`src/rtl/mac_datapath.sv`:
```
module mac_datapath #(
  parameter int DW = 16,
  parameter int AW = 36
) (
  input  logic          clk,
  input  logic          rst_n,
  input  logic          reg_we,
  input  logic [2:0]    reg_addr,
  input  logic [DW-1:0] reg_wdata,
  output logic [DW-1:0] reg_rdata,
  input  logic [DW-1:0] opnd,
  input  logic          ld_x,
  input  logic          ld_yh,
  input  logic          ld_yl,
  input  logic          acc_go,
  input  logic [1:0]    acc_op,
  input  logic          acc_dst,
  output logic [AW-1:0] acc0,
  output logic [AW-1:0] acc1
);
  localparam int PW = 2 * DW;
  localparam int CW = 9;
  localparam logic [AW-1:0] POS_MAX = {1'b0, {(AW-1){1'b1}}};
  localparam logic [AW-1:0] NEG_MAX = {1'b1, {(AW-1){1'b0}}};
  localparam logic [1:0] OP_ADD = 2'd0, OP_SUB = 2'd1, OP_LDP = 2'd2;
  localparam logic [2:0] A_CTRL = 3'd0, A_STAT = 3'd1, A_X = 3'd2, A_YH = 3'd3, A_YL = 3'd4;

  logic [CW-1:0] ctrl;
  logic [DW-1:0] x_q, yh_q, yl_q;
  logic [AW-1:0] acc_q [2];
  logic          lmi, leq, llv, lmv;
  logic [1:0]    ovs;

  wire [1:0] align    = ctrl[1:0];
  wire [1:0] sat_off  = ctrl[3:2];
  wire [1:0] keep_alo = ctrl[5:4];
  wire       keep_ylo = ctrl[6];
  wire       square   = ctrl[7];

  wire signed [PW-1:0] prod = $signed(x_q) * $signed(yh_q);
  wire signed [AW-1:0] pext = {{(AW-PW){prod[PW-1]}}, prod};

  logic [AW-1:0] pal;
  always_comb
    case (align)
      2'b00:   pal = pext;
      2'b01:   pal = pext >>> 2;
      2'b10:   pal = pext << 2;
      default: pal = pext << 1;
    endcase

  wire [AW-1:0] cur    = acc_q[acc_dst];
  wire          is_sub = (acc_op == OP_SUB);
  wire [AW-1:0] addend = is_sub ? ~pal : pal;
  wire [AW:0]   usum   = {1'b0, cur} + {1'b0, addend} + {{AW{1'b0}}, is_sub};
  wire          ovf    = (cur[AW-1] == addend[AW-1]) && (usum[AW-1] != cur[AW-1]);
  wire [AW-1:0] hi_val = {{(AW-PW){opnd[DW-1]}}, opnd,
                          keep_alo[acc_dst] ? cur[DW-1:0] : {DW{1'b0}}};

  logic [AW-1:0] nxt;
  logic          n_llv, n_lmv;
  always_comb begin
    n_llv = 1'b0;
    n_lmv = 1'b0;
    case (acc_op)
      OP_ADD, OP_SUB: begin
        n_llv = usum[AW];
        n_lmv = ovf;
        nxt   = (ovf && !sat_off[acc_dst]) ? (cur[AW-1] ? NEG_MAX : POS_MAX) : usum[AW-1:0];
      end
      OP_LDP:  nxt = pal;
      default: nxt = hi_val;
    endcase
  end

  always_ff @(posedge clk or negedge rst_n)
    if (!rst_n) begin
      ctrl     <= '0;
      x_q      <= '0;
      yh_q     <= '0;
      yl_q     <= '0;
      acc_q[0] <= '0;
      acc_q[1] <= '0;
      lmi      <= 1'b0;
      leq      <= 1'b0;
      llv      <= 1'b0;
      lmv      <= 1'b0;
      ovs      <= 2'b00;
    end else begin
      if (reg_we && reg_addr == A_CTRL) ctrl <= reg_wdata[CW-1:0];
      if (reg_we && reg_addr == A_STAT) ovs <= 2'b00;
      if (ld_x) x_q <= opnd;
      if (ld_yh) begin
        yh_q <= opnd;
        if (square) x_q <= opnd;
        if (!keep_ylo) yl_q <= '0;
      end
      if (ld_yl) yl_q <= opnd;
      if (acc_go) begin
        acc_q[acc_dst] <= nxt;
        lmi <= nxt[AW-1];
        leq <= (nxt == '0);
        llv <= n_llv;
        lmv <= n_lmv;
        if (n_lmv) ovs[acc_dst] <= 1'b1;
      end
    end

  assign acc0 = acc_q[0];
  assign acc1 = acc_q[1];

  wire [DW-1:0] stat = DW'({lmi, leq, llv, lmv, ovs[1], ovs[0], 2'b00,
                            acc_q[1][AW-1:AW-4], acc_q[0][AW-1:AW-4]});

  always_comb
    case (reg_addr)
      A_CTRL:  reg_rdata = DW'(ctrl);
      A_STAT:  reg_rdata = stat;
      A_X:     reg_rdata = x_q;
      A_YH:    reg_rdata = yh_q;
      A_YL:    reg_rdata = yl_q;
      default: reg_rdata = '0;
    endcase


  sat_clamp_chk: assert property (@(posedge clk) disable iff (!rst_n)
    acc_go && !acc_op[1] && ovf && !sat_off[acc_dst]
      |=> (acc_q[$past(acc_dst)] == POS_MAX) || (acc_q[$past(acc_dst)] == NEG_MAX));


  sticky_hold_chk: assert property (@(posedge clk) disable iff (!rst_n)
    ovs[0] && !(reg_we && reg_addr == A_STAT) |=> ovs[0]);


  sticky_set_chk: assert property (@(posedge clk) disable iff (!rst_n)
    acc_go && n_lmv |=> lmv && ovs[$past(acc_dst)]);


  ylo_keep_chk: assert property (@(posedge clk) disable iff (!rst_n)
    ld_yh && keep_ylo && !ld_yl |=> yl_q == $past(yl_q));


  square_chk: assert property (@(posedge clk) disable iff (!rst_n)
    ld_yh && square |=> x_q == yh_q);


  leq_chk: assert property (@(posedge clk) disable iff (!rst_n)
    acc_go |=> leq == (acc_q[$past(acc_dst)] == '0));
endmodule

```
`config.mk`:
```
export PLATFORM = sky130hd
export DESIGN_NAME = mac_datapath
export DESIGN_NICKNAME = d
export VERILOG_FILES = /design/src/rtl/mac_datapath.sv
export SDC_FILE = /design/constraint.sdc
export NUM_CORES = 1
export LEC_CHECK = 0
export BUFFER_PORTS_ARGS = -buffer_cell sky130_fd_sc_hd__buf_2
export CAP_MARGIN = 25
export CORE_MARGIN = 2
export CORE_UTILIZATION = 35
export CTS_BUF_LIST = sky130_fd_sc_hd__clkbuf_16
export CTS_CLUSTER_SIZE = 28
export DETAILED_ROUTE_END_ITERATION = 10
export GPL_TIMING_DRIVEN = 0
export PLACE_DENSITY = 0.58
export SETUP_SLACK_MARGIN = 0.05
export SYNTH_ARGS = -nofsm -noshare
export SYNTH_HDL_FRONTEND = slang
export SYNTH_SLANG_ARGS = --single-unit
```
`constraint.sdc`:
```
create_clock -name clk -period 23.6 [get_ports clk]
set_clock_uncertainty 0.15 [all_clocks]
set_input_delay 7.08 -clock clk [delete_from_list [all_inputs] [get_ports clk]]
set_output_delay 7.08 -clock clk [all_outputs]
set_load 0.005 [all_outputs]
```
# Word level (Yosys, flattened, before mapping)
# Cells that the tools add are included.
[op_classes]
multipliers = 1
n_bitwise = 3
reduce_logical = 14
order_cmp = 4
mux = 30
addsub = 2
n_eq_ne = 11
[ops]
columns = ["op", "n"]
rows = [
  ["36-bit two-way mux", 7],
  ["16-bit two-way mux", 7],
  ["33-bit case mux with 3 select lines", 1],
  ["16-bit case mux with 5 select lines", 1],
  ["72-bit bitwise mux", 1],
  ["36-bit case mux with 2 select lines", 1],
  ["36-bit by 36-bit adder with 37-bit output", 1],
  ["37-bit by 1-bit adder with 37-bit output", 1],
  ["36-bit demux with 1-bit select", 1],
  ["36-bit zero test", 1],
  ["36-bit NOT", 1],
  ["16-bit by 16-bit multiplier with 32-bit output", 1],
  ["1-bit two-way mux", 7],
  ["3-bit by 2-bit equality test with 1-bit output (second input constant)", 2],
  ["1-bit logical AND", 6],
  ["2-bit two-way mux", 3],
  ["2-bit by 1-bit equality test with 1-bit output (second input constant)", 2],
  ["2-bit equality test (second input constant)", 2],
  ["2-bit zero test", 2],
  ["3-bit by 1-bit equality test with 1-bit output (second input constant)", 1],
  ["3-bit equality test (second input constant)", 1],
  ["3-bit zero test", 1],
  ["2-bit greater-or-equal comparator (second input constant)", 1],
  ["1-bit by 2-bit less-than comparator with 1-bit output (second input constant)", 1],
  ["12 further kinds", 12],
]
[word_totals]
register_bits = 135
word_cells = 76
inputBits = 45
out_inout_bits = 88

# Logic depth before layout (Yosys ltp)
# Gate-level depths: netlist of run 1.
[logic_depth]
depth_word = 12
depth_mapped = 40
ltp_nobuf = 36

# Least setup slack after synthesis of run 1
# Ideal clock, no wire load.
[synth_path]
path_kind = "in2out"
start = "input port reg_addr[0]"
end = "output port reg_rdata[5]"
n_path_buf = 2
path_stages = 5
t_required_ps = 16370
path_slack_ps = 8101
arrival_time_ps = 8269
cell_sequence = "clkbuf_1 > nor2b_1 > clkbuf_1 > a22oi_1 > o22ai_1"
[synth_via]
elab_chain_len = 2
word_cells_on_any_way = 6
cone_classes = "eq/ne (4); mux (1); reduce/logical (1)"
[synth_rtl]
columns = ["element", "line_no", "rtl"]
rows = [
  ["start: declaration", "8", "input logic [2:0] reg_addr,"],
  ["3-bit equality test (tied with other cells)", "116", "case (reg_addr)"],
  ["16-bit case mux with 5 select lines (*)", "116", ""],
  ["end: declaration", "10", "output logic [DW-1:0] reg_rdata,"],
]
# Mark *: on every way between the ends. The rest lies on a longest branch, timed or not.

# Final worst setup path of run 1
[layout_path]
start = "input port reg_addr[0]"
end = "output port reg_rdata[12]"
# Same word-level chain as after synthesis.

==> flow_summary.toml, run 1 <==
[yosys]
ys_seq_area_share_pct = 16.3
syn-num-nets = 2757
avgSynthCellArea_um2 = 8.89
ys.warnings.count = 0
synth_edf_count = 0
async_reset_ff_share_pct = 100
yosys.area.top_type = "fa_1"
synthTopCellsByArea = "fa_1, dfrtp_1, ha_1"
synth_ff_type = "dfrtp_1"
synth.cell_area_mm2 = 0.0207
ys_types = 104
synth_cells = 2332
ys_ff_latch = 135
synth_top_area_share_pct = 25.4

[clock_network]
cts_setup_buffers = 0
cts_tree = "built"
cts_buffer_depth = 2
root_buffer = "clkbuf_16"
cts_resized = 0
cts.sinks = 135
cts_htree_levels = 4
clkTransAtPathRegs_ns = 0.06
clock_latency_ns = 0.44
cts_buffers = 17
cts_hold_buf = 0

[floorplanning]
fp.dieH_um = 247
coreArea_mm2 = 0.0588
initial_core_util_pct = 35.2
row_count = 89
die_area_mm2 = 0.0612
die_w_um = 247
io_pins = 133

[setup_path]
r2r_slack_ns = 9.86
r2r_start = "x_q[15]"
r2r_end = "leq"
start_kind = "input pin"
crit_path_end = "reg_rdata[12]"
rr_worst_depth = 38
required_ns = 16.37
arrival_ns = 9.10
worstSetupPathType = "in -> out"
cp-startpoint = "reg_addr[0]"
critPathMaxFanout = 10
critPathCaptureType = "primary output"

[detailed_routing]
firstDrtPassIters = 5
drtIter0Drc = 1617
vias = 18200
route.detailed.drc = 0
routed_wl_um = 75000
wl_per_cell_um = 23.0
drt.antenna.violating_nets = 0
viasPerCell = 5.57

[final_layout]
nets = 2899
flow.area_growth_from_synthesis_pct = 10.6
drive_gt1_share_pct = 12.4

[global_routing]
grt_pass1_wl_um = 115000
antenna_found_initial = 3
grt_max_degree = 80
grt_use_total_pct = 24.9
grt_remaining_overflow = 0
grt_pass1_vias = 18400

[sta]
fin_tns_setup_ns = 0
hold_viol_final = 0
min_period_over_period_pct = 69.2
slew_violations = 0
worst_slew_pin_slew_ns = 1.08
finalSetupViolCount = 0
fmax_mhz = 61.2
fin_crit_ns = 16.33
rsz0062_at_grt = "false"
relSlewSlack_pct = 27.4

[place]
place_hpwl_um = 62600
port_buffers = 122
gp_congestion = 0.976

[run_status]
status = "finished, final reports clean"

[hold_path]
holdPathStages = 2
hp-class = "reg -> reg"

[job]
drv_cap = 0
-- worst min-delay path by stage --
stage,startpoint,endpoint,slack [ns]
2_1_floorplan,ovs[0],ovs[0],0.30
3_3_place_gp,ovs[0],ovs[0],0.32
3_5_place_dp,ovs[0],ovs[0],0.33
4_1_cts,ovs[0],ovs[0],0.34
5_1_grt,yl_q[6],yl_q[6],0.37
6_report,ovs[0],ovs[0],0.33
-- Yosys cell counts (7+ instances only) --
library cell  count
o21a_1           12
and2_1          130
dfrtp_1         135
clkbuf_1         95
nand2_1         280
buf_1             8
a31oi_1           8
a21o_1           18
a211oi_1         18
mux2_2           91
o21ai_0         132
clkbuf_8          9
nand3_1          33
or3_1            11
a221oi_1         12
xor2_1           40
a221o_1           7
nor2_1           92
o31ai_1          13
o22ai_1          18
a22oi_1          26
mux2i_1          13
o211ai_1         16
ha_1            117
nand2b_1         19
xnor2_1          57
nor2b_1          10
nor3_1           20
fa_1            263
nor4_1            8
o21bai_1         10
nand4_1          21
a22o_1           17
and3_1           10
a21oi_1          96
inv_1           319
-- sequential cells by signal (all words and copies together) (netlist names) --
register / count
ctrl: 9
lmv: 1
yl_q: 16
leq: 1
llv: 1
x_q: 16
acc1: 36
yh_q: 16
ovs: 2
acc0: 36
lmi: 1
-- per-stage QoR --
step / instance area [um2] / worst slack [ns] / cells / hold WS (ns) / utilization, %
detailed placement: 22300 / 7.28 / 3228 / 0.325 / 38.0
finish: 22900 / 7.27 / 3261 / 0.335 / 39.0
CTS: 22900 / 7.27 / 3260 / 0.339 / 39.0
global placement: 22300 / 7.29 / 3227 / 0.316 / 37.9
global route: 22900 / 7.09 / 3260 / 0.365 / 39.0
floorplan: 20700 / 8.10 / 2332 / 0.299 / -
-- layout make-up --
cell class	count	area, um2
Sequential cell	135	3380
Multi-Input combinational cell	1753	15500
Fill cell	5966	35900
Clock buffer	17	425
Timing Repair Buffer	123	644
Inverter	319	1200
Buffer	125	616
Antenna cell	1	2.50
Clock inverter	15	154
Tap cell	773	967
-- metal layers --
layer / GRT usage, % / vias up / routed length (um)
met4: 7.80 / 4 / 2560
met2: 38.3 / 703 / 33700
met5: 0 / - / 27
met3: 3.83 / 147 / 5000
li1: - / 8117 / -
met1: 35.9 / 9203 / 33800
-- cells by family after synthesis --
family	after synthesis	synth area share [%]
xor gates and xnor gates	98	4.18
buffers and inverters	444	8.75
adders and majority gates	380	32.5
and+or+nand+nor	671	15.8
muxes	110	6.23
AOI/OAI and AO/OA	494	16.3
DFF	135	16.3
-- layout by cell type, fill, tap and decap left out, types with 7 or more instances in the layout --
| cell type | instances |
|---|---|
| inv_1 | 320 |
| nand2_1 | 280 |
| fa_1 | 263 |
| dfrtp_1 | 135 |
| o21ai_0 | 132 |
| and2_1 | 130 |
| buf_2 | 127 |
| ha_1 | 117 |
| a21oi_1 | 96 |
| clkbuf_1 | 95 |
| nor2_1 | 92 |
| mux2_2 | 91 |
| xnor2_1 | 57 |
| xor2_1 | 40 |
| nand3_1 | 33 |
| a22oi_1 | 26 |
| nand4_1 | 21 |
| nor3_1 | 20 |
| nand2b_1 | 19 |
| a21o_1 | 18 |
| a211oi_1 | 18 |
| o22ai_1 | 18 |
| a22o_1 | 17 |
| clkbuf_16 | 17 |
| o211ai_1 | 16 |
| o31ai_1 | 13 |
| mux2i_1 | 13 |
| o21a_1 | 12 |
| a221oi_1 | 12 |
| or3_1 | 11 |
| nor2b_1 | 10 |
| o21bai_1 | 10 |
| and3_1 | 10 |
| clkbuf_8 | 9 |
| buf_1 | 8 |
| nor4_1 | 8 |
| a31oi_1 | 8 |
| buf_6 | 7 |
| a221o_1 | 7 |
-- critical path: stages --
cell and delay (ns):
buf_2 0.10, clkbuf_1 0.44, nor2b_1 0.48, clkbuf_1 0.44, a22oi_1 0.13, o22ai_1 0.22
buf_2 0.20
Power of run 1 is left out: the tool's default activity adds up to more than one toggle a clock period on the data nets, which glitch-free logic cannot reach.
==> inputs of run 2 (changes only) <==
--- a/config.mk
+++ b/config.mk
@@ -13,7 +13,7 @@
 export CTS_CLUSTER_SIZE = 28
 export DETAILED_ROUTE_END_ITERATION = 10
 export GPL_TIMING_DRIVEN = 0
-export PLACE_DENSITY = 0.58
+export PLACE_DENSITY = 0.6
 export SETUP_SLACK_MARGIN = 0.05
 export SYNTH_ARGS = -nofsm -noshare
 export SYNTH_HDL_FRONTEND = slang
==> constraint.sdc (replaced) <==
create_clock -name clk -period 14.9 [get_ports clk]
set_clock_uncertainty 0.15 [all_clocks]
set_input_delay 4.47 -clock clk [delete_from_list [all_inputs] [get_ports clk]]
set_output_delay 4.47 -clock clk [all_outputs]
set_load 0.005 [all_outputs]
==> run 2 against run 1 <==
Critical path depth grew 31. Global-route usage increased by 0.16 points. Register-to-register slack lost 8.3 ns. Wire length grew 0.23%. Clock-buffer cell count unchanged. First-iteration DRC count increased by 9.1%. Via count increased by 0.25%. Setup slack worse by 5.7 ns. Cell area rose by 0.17%. Die area stayed put. Sequential share of layout area hardly changed. Cell count up 0.15%. Highest routed layer unchanged.
==> flow_summary.toml, run 2 (same netlist as run 1, synthesis figures left out) <==
[setup_path]
r2r_start = "x_q[15]"
required_ns = 15.11
r2r_slack_ns = 1.52
critPathMaxStageDelay_ns = 0.91
critPathMaxFanout = 10
start_kind = "register"
critPathSlowestCell = "nor4_1"
arrival_ns = 13.59
worstSetupPathType = "reg -> reg"
cp_common_cell = "fa_1"
rr_worst_depth = 38
r2r_end = "leq"
critPathCaptureType = "register"

[sta]
rsz0062_at_grt = "false"
finalSetupViolCount = 0
slew_violations = 0
fin_tns_setup_ns = 0
worst_slew_pin_slew_ns = 1.09
timing.hold.ws_ns = 0.353
relSlewSlack_pct = 26.3
fin_crit_ns = 13.38
fmax_mhz = 74.8
min_period_over_period_pct = 89.8
hold_viol_final = 0

[global_routing]
grt_pass1_wl_um = 116000
grt_max_degree = 80
grt_use_total_pct = 25.1
antenna_found_initial = 5
grt_pass1_vias = 18700
grt_remaining_overflow = 0

[detailed_routing]
drt.antenna.violating_nets = 0
drtIter0Drc = 1764
viasPerCell = 5.58
route.detailed.drc = 0
routed_wl_um = 75200
firstDrtPassIters = 8
wl_per_cell_um = 23.0
vias = 18200

[floorplanning]
row_count = 89
fp.dieH_um = 247
io_pins = 133
die_w_um = 247
coreArea_mm2 = 0.0588
die_area_mm2 = 0.0612
initial_core_util_pct = 35.2

[clock_network]
cts_hold_buf = 0
cts_buffer_depth = 2
cts_setup_buffers = 0
clock_latency_ns = 0.45
cts_htree_levels = 4
cts_buffers = 17
clkTransAtPathRegs_ns = 0.07
root_buffer = "clkbuf_16"
cts_tree = "built"
cts_resized = 0
cts.sinks = 135

[hold_path]
holdPathStages = 2
hp-class = "reg -> reg"
hold_end = "acc1[4]"
min_from = "acc1[4]"

[final_layout]
drive_gt1_share_pct = 12.5
fillCellCount = 6016
flow.area_growth_from_synthesis_pct = 10.8
mostFrequentLayoutCells = "inv_1, nand2_1, fa_1"
post-route-util_pct = 39.0
layout_commonest_cell = "inv_1"
nets = 2901

[place]
port_buffers = 122
gp_congestion = 0.967
place_hpwl_um = 62300

[job]
drv_cap = 0

[run_status]
status = "finished, final reports clean"
-- run 2: cell count changes in the layout (fill, tap and decap cells not counted), sizes merged --
cell	delta
inv	+1
diode	+3
clkinvlp	-1
buf	+2
-- run 2: area by class of cell --
type                       count  area, um2  area share (%)
sequential                   135       3380            14.7
antenna                        4       10.0          0.0436
buffer                       125        616            2.68
multi-input combinational   1753      15500            67.7
clock buffer                  17        425            1.85
clock inverter                15        155           0.676
timing repair buffer         125        674            2.94
tap                          773        967            4.21
inverter                     319       1200            5.22
-- run 2: worst max-delay path, delay by kind of cell, from the launching register on --
kind,cells,cell delay (ns)
flip-flops,1,0.32
XOR/XNOR,1,0.14
buffers and inverters,9,2.03
AO/OA/AOI/OAI,7,2.67
multiplexers,2,0.54
adder cells (fa/ha/maj),8,3.63
AND/OR/NAND/NOR,11,3.81
-- run 2: worst max path at each step --
| stage | from | endpoint | slack, ns | cells after the start |
|---|---|---|---|---|
| 3_5_place_dp | x_q[15] | leq | 1.90 | 38 |
| 3_3_place_gp | x_q[15] | leq | 1.92 | 36 |
| 6_report | x_q[15] | leq | 1.52 | 38 |
| 2_1_floorplan | reg_addr[0] | reg_rdata[5] | 4.62 | 5 |
| 5_1_grt | x_q[15] | leq | 1.0 | 38 |
| 4_1_cts | x_q[15] | leq | 1.83 | 38 |
-- run 2: metal layers --
metal	track usage, %	vias to the layer above	wire [um]
met4	7.71	2	2160
met3	4.47	143	5600
li1	-	8109	-
met5	0	-	19
met2	38.9	768	33900
met1	35.4	9197	33500
-- run 2: stage by stage --
stage               instance area (um2)  cells  worst slack [ns]
global route                      23000   3266             0.999
floorplan                         20700   2332              4.62
finish                            23000   3266              1.52
detailed placement                22400   3230              1.90
global placement                  22300   3227              1.92
CTS                               22900   3262              1.83
Power of run 2 is left out for the same reason.
==> inputs of run 3 (changes only) <==
==> constraint.sdc (replaced) <==
create_clock -name clk -period 14.9 [get_ports clk]
set_clock_uncertainty 0.15 [all_clocks]
set_input_delay 0 -clock clk [delete_from_list [all_inputs] [get_ports clk]]
set_output_delay 0 -clock clk [all_outputs]
set_load 0.005 [all_outputs]
==> run 3 against run 2 <==
Register-to-register slack worse by 0.04 ns. Cell area increased by 1.6%. Flip-flop and latch count is the same. Die area stayed put. Utilization up 0.63 points.
==> flow_summary.toml, run 3 (same netlist as run 1, synthesis figures left out) <==
[global_routing]
antenna_found_initial = 3
grt_use_total_pct = 25.2
grt.met1_usage_pct = 35.6
grt_pass1_vias = 19000
grt_remaining_overflow = 0
gr-usage-met3_pct = 4.35
gr-max-usage-layer = "met2"
globalRouteMet2Util_pct = 39.1
grt_pass1_wl_um = 117000
grt_max_degree = 80

[setup_path]
required_ns = 15.11
cp_num_buf_inv = 9
worstSetupPathType = "reg -> reg"
cp_common_cell = "fa_1"
arrival_ns = 13.63
critPathCaptureType = "register"
critPathSlowestCell = "nor4_1"
critPathMaxFanout = 10
start_kind = "register"
cp_top_family = "simple AND/OR/NAND/NOR gates"
critPathMaxStageDelay_ns = 0.92

[hold_path]
hp-class = "in -> reg"

[clock_network]
cts_buffers = 17
cts_tree = "built"
cts_buffer_depth = 2
root_buffer = "clkbuf_16"
clkTransAtPathRegs_ns = 0.07
cts.sinks = 135
cts_resized = 0
cts_htree_levels = 4
clock_latency_ns = 0.45

[detailed_routing]
wl_per_cell_um = 22.9
vias = 18400
drtIter0Drc = 1740
viasPerCell = 5.58
route.detailed.drc = 0
routed_wl_um = 75700
drt.antenna.violating_nets = 0
firstDrtPassIters = 7

[floorplanning]
coreArea_mm2 = 0.0588
initial_core_util_pct = 35.2
die_w_um = 247
die_area_mm2 = 0.0612
io_pins = 133
row_count = 89
fp.dieH_um = 247

[sta]
finalSetupViolCount = 0
slew_violations = 0
worst_slew_pin_slew_ns = 1.10
fin_crit_ns = 13.42
min_period_over_period_pct = 90.1
fin_tns_setup_ns = 0
relSlewSlack_pct = 25.9
rsz0062_at_grt = "false"
fmax_mhz = 74.5
hold_viol_final = 0

[place]
port_buffers = 122
gp_congestion = 0.967
place_hpwl_um = 62300

[run_status]
status = "finished, final reports clean"

[final_layout]
drive_gt1_share_pct = 12.4
nets = 2937
mostFrequentLayoutCells = "inv_1, nand2_1, fa_1"
flow.area_growth_from_synthesis_pct = 12.5
layout_commonest_cell = "inv_1"

[job]
drv_cap = 0
run 3: final cells by class:
class / instances / area (um2)
sequential: 135 / 3380
timing repair buffer: 161 / 1050
tap: 773 / 967
buffer: 125 / 616
clock inverter: 15 / 155
antenna: 2 / 5.00
inverter: 319 / 1200
multi-input combinational: 1753 / 15500
clock buffer: 17 / 425
fill: 5978 / 35500
run 3: repair_timing:
item,4_1_cts,5_1_grt
hold buffers,35,0
setup endpoints to repair,0,0
endpoints found under the hold margin,203,0
buffers inserted,0,0
run 3: layer usage:
layer	share of wire [%]	vias to the layer above
met4	3.0	2
met5	0.025	-
met1	44	9284
met3	7.6	146
li1	-	8166
met2	45	810
run 3: worst paths after layout:
check	slack (ns)	startpoint	cells after the start	end
setup / recovery	1.48	x_q[15]	38	leq
hold / removal	0.03	ld_yh	2	yh_q[6]
setup reg to reg	1.48	x_q[15]	38	leq
hold reg to reg	0.35	acc1[4]	2	acc1[4]
max in group asynchronous	13.65	rst_n	4	acc1[2]
min in group asynchronous	0.53	rst_n	4	yl_q[6]
run 3: through the flow:
stage                     hold slack [ns]  utilization [%]  instances  cell area (um2)  setup WS, ns
after floorplan                    -0.446                -       2332            20700          4.92
after global placement             0.0675             37.9       3227            22300          1.92
after detailed placement           -0.146             38.0       3230            22400          1.90
after CTS                         0.00761             39.6       3297            23300          1.83
after global routing               0.0359             39.7       3300            23300         0.999
final                              0.0268             39.7       3300            23300          1.48
run 3: worst register-to-register path: cells and delay by family, from the launching register on:
family | cells | cell delay [ns]
and+or+nand+nor | 11 | 3.82
AOI/OAI and AO/OA | 7 | 2.68
DFF | 1 | 0.32
muxes | 2 | 0.55
buffers and inverters | 9 | 2.05
xor gates and xnor gates | 1 | 0.14
adders and majority gates | 8 | 3.63
Power of run 3 is left out for the same reason.
